$ cat config.mk
export PLATFORM = sky130hd
export DESIGN_NAME = addressable_latch
export DESIGN_NICKNAME = d
export VERILOG_FILES = /design/src/rtl/addressable_latch_pkg.sv /design/src/rtl/addressable_latch_mode_dec.sv /design/src/rtl/addressable_latch_onehot.sv /design/src/rtl/addressable_latch_cell.sv /design/src/rtl/addressable_latch.sv
export SDC_FILE = /design/constraint.sdc
export NUM_CORES = 1
export LEC_CHECK = 0
export ABC_AREA = 1
export CORE_ASPECT_RATIO = 1.2
export CORE_MARGIN = 3
export CORE_UTILIZATION = 30
export DETAILED_ROUTE_END_ITERATION = 7
export MAX_ROUTING_LAYER = met4
export PLACE_DENSITY = 0.53
export SLEW_MARGIN = 20
export SYNTH_ARGS = -nofsm -noshare
export SYNTH_HDL_FRONTEND = slang
export SYNTH_SLANG_ARGS = --single-unit
$ cat constraint.sdc
create_clock -name clk_i -period 1 [get_ports clk_i]
set_clock_uncertainty 0.2 [all_clocks]
set_input_delay 0.2 -clock clk_i [delete_from_list [all_inputs] [get_ports clk_i]]
set_output_delay 0.2 -clock clk_i [all_outputs]
set_load 0.03 [all_outputs]
$ cat src/rtl/addressable_latch_pkg.sv
package addressable_latch_pkg;

   // Operating mode derived from the two active-low controls
   typedef enum logic [1:0] {
      MODE_WRITE = 2'd0,
      MODE_HOLD  = 2'd1,
      MODE_DEMUX = 2'd2,
      MODE_CLEAR = 2'd3
   } lat_mode_t;

endpackage

$ cat src/rtl/addressable_latch_mode_dec.sv
module addressable_latch_mode_dec
   import addressable_latch_pkg::*;
(
   input  logic      wr_en_n_i,
   input  logic      clr_n_i,
   output lat_mode_t mode_o
);

   always_comb begin
      unique case ({clr_n_i, wr_en_n_i})
         2'b10:   mode_o = MODE_WRITE;
         2'b11:   mode_o = MODE_HOLD;
         2'b00:   mode_o = MODE_DEMUX;
         default: mode_o = MODE_CLEAR;
      endcase
   end

endmodule

$ cat src/rtl/addressable_latch_onehot.sv
module addressable_latch_onehot #(
   parameter int unsigned ADDR_W = 3,
   localparam int unsigned N_OUT = 1 << ADDR_W
) (
   input  logic [ADDR_W-1:0] addr_i,
   output logic [N_OUT-1:0]  sel_o
);

   for (genvar k = 0; k < N_OUT; k++) begin : g_sel
      assign sel_o[k] = (addr_i == ADDR_W'(k));
   end

endmodule

$ cat src/rtl/addressable_latch_cell.sv
module addressable_latch_cell
   import addressable_latch_pkg::*;
(
   input  logic      clk_i,
   input  logic      srst_i,
   input  logic      sel_i,
   input  logic      data_i,
   input  lat_mode_t mode_i,
   output logic      q_o
);

   logic nxt;

   always_comb begin
      unique case (mode_i)
         MODE_WRITE: nxt = sel_i ? data_i : q_o;
         MODE_HOLD:  nxt = q_o;
         MODE_DEMUX: nxt = sel_i & data_i;
         default:    nxt = 1'b0;
      endcase
   end

   always_ff @(posedge clk_i) begin
      if (srst_i) q_o <= 1'b0;
      else        q_o <= nxt;
   end

endmodule

$ cat src/rtl/addressable_latch.sv
module addressable_latch
   import addressable_latch_pkg::*;
#(
   parameter int unsigned ADDR_W   = 3,
   parameter bit          HAS_SRST = 1'b1,
   localparam int unsigned N_OUT   = 1 << ADDR_W
) (
   input  logic              clk_i,
   input  logic              srst_i,
   input  logic              data_i,
   input  logic [ADDR_W-1:0] addr_i,
   input  logic              wr_en_n_i,
   input  logic              clr_n_i,
   output logic [N_OUT-1:0]  q_o
);

   // elaboration-time parameter checks
   if (ADDR_W < 1 || ADDR_W > 6) begin : g_bad_addr_w
      $error("addressable_latch: ADDR_W must lie in 1..6");
   end

   logic       srst_eff;
   lat_mode_t  mode;
   logic [N_OUT-1:0] sel_vec;

   if (HAS_SRST) begin : g_srst
      assign srst_eff = srst_i;
   end else begin : g_no_srst
      assign srst_eff = 1'b0;
   end

   addressable_latch_mode_dec u_mode (
      .wr_en_n_i (wr_en_n_i),
      .clr_n_i   (clr_n_i),
      .mode_o    (mode)
   );

   addressable_latch_onehot #(.ADDR_W(ADDR_W)) u_sel (
      .addr_i (addr_i),
      .sel_o  (sel_vec)
   );

   for (genvar k = 0; k < N_OUT; k++) begin : g_cell
      addressable_latch_cell u_cell (
         .clk_i  (clk_i),
         .srst_i (srst_eff),
         .sel_i  (sel_vec[k]),
         .data_i (data_i),
         .mode_i (mode),
         .q_o    (q_o[k])
      );
   end


   write_bit_chk: assert property (@(posedge clk_i) disable iff (srst_eff)
      (!wr_en_n_i && clr_n_i) |=> (q_o[$past(addr_i)] == $past(data_i)));


   write_others_chk: assert property (@(posedge clk_i) disable iff (srst_eff)
      (!wr_en_n_i && clr_n_i) |=>
         (((q_o ^ $past(q_o)) & ~(N_OUT'(1) << $past(addr_i))) == '0));


   hold_stable_chk: assert property (@(posedge clk_i) disable iff (srst_eff)
      (wr_en_n_i && clr_n_i) |=> $stable(q_o));


   demux_onehot_chk: assert property (@(posedge clk_i) disable iff (srst_eff)
      (!wr_en_n_i && !clr_n_i) |=>
         ($onehot0(q_o) && ($countones(q_o) == int'($past(data_i)))));


   demux_route_chk: assert property (@(posedge clk_i) disable iff (srst_eff)
      (!wr_en_n_i && !clr_n_i) |=> (q_o[$past(addr_i)] == $past(data_i)));


   clear_zero_chk: assert property (@(posedge clk_i) disable iff (srst_eff)
      (wr_en_n_i && !clr_n_i) |=> (q_o == '0));


   srst_zero_chk: assert property (@(posedge clk_i)
      srst_eff |=> (q_o == '0));

endmodule

==> impl_metrics.ini <==
[status]
outcome = finished, violations left
violations = negative setup slack

[synthesis]
muxShareOfSynthArea_pct = 0
synthSimpleGateAreaFrac_pct = 35.08
syn_nets = 79
synthCells = 71
synth_top_family_by_area = simple AND/OR/NAND/NOR gates
yosys_warnings = 0
synthAdderAreaFrac_pct = 0
synth_area_per_cell_um2 = 6.732
synthTopCellsByArea = dfxtp_1 (34%), nand2_1 (13%), buf_4 (13%)
synth_top_area_share_pct = 33.51
ys_seq_area_share_pct = 33.51
synth_seq_cells = 8
synth_area_leader_cell = dfxtp_1
ys_types = 12
synth_compound_area_share_pct = 11.52
synthesis.area_um2 = 478.0
synth_xor_area_share_pct = 0

[critical_path]
critPathLaunchType = register
required_ns = 0.60
path_class = reg2out
crit_chain = buf_6
crit_fanout = 2
crit_slowest_cell = dfxtp_2
max_stage_delay_ns = 0.33
cp-end-kind = output pin
crit_arrival_ns = 0.71
critPathTopFamily = flip-flops
critPathBufInv = 1

[power]
max-vdd-ir-drop_mv = 0.6624
p_leak_nw = 0.3134
p_int_uw = 518.1
pwr-share-comb_pct = 18.6
p_total_uw = 717.0
power.density_nw_per_um2 = 1117
swShare_pct = 27.75
power_frac_clock_pct = 34.9
pwr-share-seq_pct = 46.4
power.switching_uw = 199.0

[floorplan]
rows = 15
pin_count = 16
die_w_um = 42.44
initial_utilization_pct = 32.65
placeableCoreArea_um2 = 1464
die-height_um = 49.73
dieArea_um2 = 2110

[clock_tree]
htree_levels = 1
clkLatencyLatePin_ns = 0.25
cts_max_path_buffers = 2
tritoncts = done
cts-root-buf = clkbuf_4
clk_pin_slew_ns = 0.06
cts_buffers = 3
numClockSinks = 8

[finish]
top_regs = g_cell.u_cell.q_o x8
regMostFlops = g_cell.u_cell.q_o
final_util_pct = 43.85
largest_reg_flops = 8
area_growth_pct = 34.29
drive_above_1_share_pct = 41.98
fill_cells = 157
insertedDiodeCount = 0
final_nets = 91

[sta]
setup_viol = 8
fin_setup_tns_ns = -0.8550
timing.final.max_slew_violations = 0
fin_ws_ns = -0.1089
slew_headroom_pct = 79.77
tightest_slew_ns = 0.3034
finalCritPeriodShare_pct = 110.9
whs_ns = 0.1388
rsz0062_at_grt = yes
fmax_ghz = 0.9018
period_needed_ns = 1.109
finalHoldViolCount = 0

[place]
dpl.hpwl_um = 692.3
port_buffers = 15
pre_cts_ws_ns = -0.5070
place_congestion = 0.6601

[grt]
grt_max_degree = 9
grt_antenna_before_repair = 0
grt_pass1_vias = 403
grt_overflow = 0
grtUsageTotal_pct = 10.57
grt_pass1_wl_mm = 1.621

[drt]
wl_per_cell_um = 9.837
drt_iter0_drc = 3
antenna_left = 0
dr.pass1.iters = 2
avgViaCountPerCell = 4.602
drc = 0
num_vias = 451
drt-total-wl_um = 964

[min_path]
hold_path.class = in2reg

[flow_run]
cap_violations = 0
area by class of cell:
class | instances | area, um^2 | share of cell area [%]
inverters | 8 | 30.03 | 4.678
clock buffers | 3 | 22.52 | 3.509
flip-flops and latches | 8 | 170.2 | 26.51
multi-input cells | 46 | 249.0 | 38.79
well taps | 17 | 21.27 | 3.314
repair buffers | 16 | 148.9 | 23.20
power by group through the flow:
stage | Clock, mW | Combinational (mW) | Sequential [mW]
after floorplan | 0 | 0.0821 | 0.336
after global placement | 0 | 0.127 | 0.337
after detailed placement | 0 | 0.127 | 0.337
after CTS | 0.265 | 0.131 | 0.333
after global routing | 0.277 | 0.147 | 0.334
final | 0.250 | 0.134 | 0.333
worst paths after layout:
kind	startpoint	end	slack, ns	depth (start not counted)
setup / recovery	g_cell[2].u_cell.q_o	q_o[2]	-0.11	1
hold / removal	addr_i[2]	g_cell[2].u_cell.q_o	0.14	4
setup reg to reg	g_cell[2].u_cell.q_o	g_cell[2].u_cell.q_o	0.02	4
hold reg to reg	g_cell[6].u_cell.q_o	g_cell[6].u_cell.q_o	0.36	4
cell usage after synthesis:
cell type	number
nand3_1	8
inv_1	7
nor2_1	11
a21oi_1	2
nor2_4	2
buf_2	1
inv_2	1
nand2_1	17
a21boi_0	2
dfxtp_1	8
a21boi_1	4
buf_4	8
metrics by stage:
stage | cell area [um^2] | cells
after floorplan | 478.0 | 71
after global placement | 564.3 | 94
after detailed placement | 564.3 | 94
after CTS | 633.1 | 97
after global routing | 641.9 | 98
final | 641.9 | 98
kinds of logic after synthesis:
| family | after synthesis |
|---|---|
| AOI/OAI and AO/OA | 8 |
| DFF | 8 |
| and+or+nand+nor | 38 |
| buffers and inverters | 17 |
cell usage in the layout, fill, tap and decap left out, drive strengths merged:
master         netlist  layout
dfxtp                8       8
buf                  9       9
a21boi               6       6
clkbuf               0       7
dlymetal6s2s         0       1
nor2                13      13
clkdlybuf4s50        0       1
dlygate4sd2          0       1
nand3                8       8
a21oi                2       2
nand2               17      17
inv                  8       8
repair_timing:
| item | 4_1_cts | 5_1_grt |
|---|---|---|
| buffers inserted | 0 | 1 |
| hold buffers | 0 | 0 |
| gates resized for setup | 26 | 13 |
| endpoints found under the setup margin | 16 | 16 |
| pin swaps | 1 | 3 |
metal layers:
| layer | vias up | wire length [um] | track usage (%) |
|---|---|---|---|
| met2 | 11 | 463 | 15.48 |
| met5 | - | 0 | - |
| li1 | 235 | - | - |
| met4 | 0 | 23 | 7.772 |
| met1 | 201 | 428 | 11.89 |
| met3 | 4 | 49 | 3.285 |
Power figures use the tool's default switching activity.
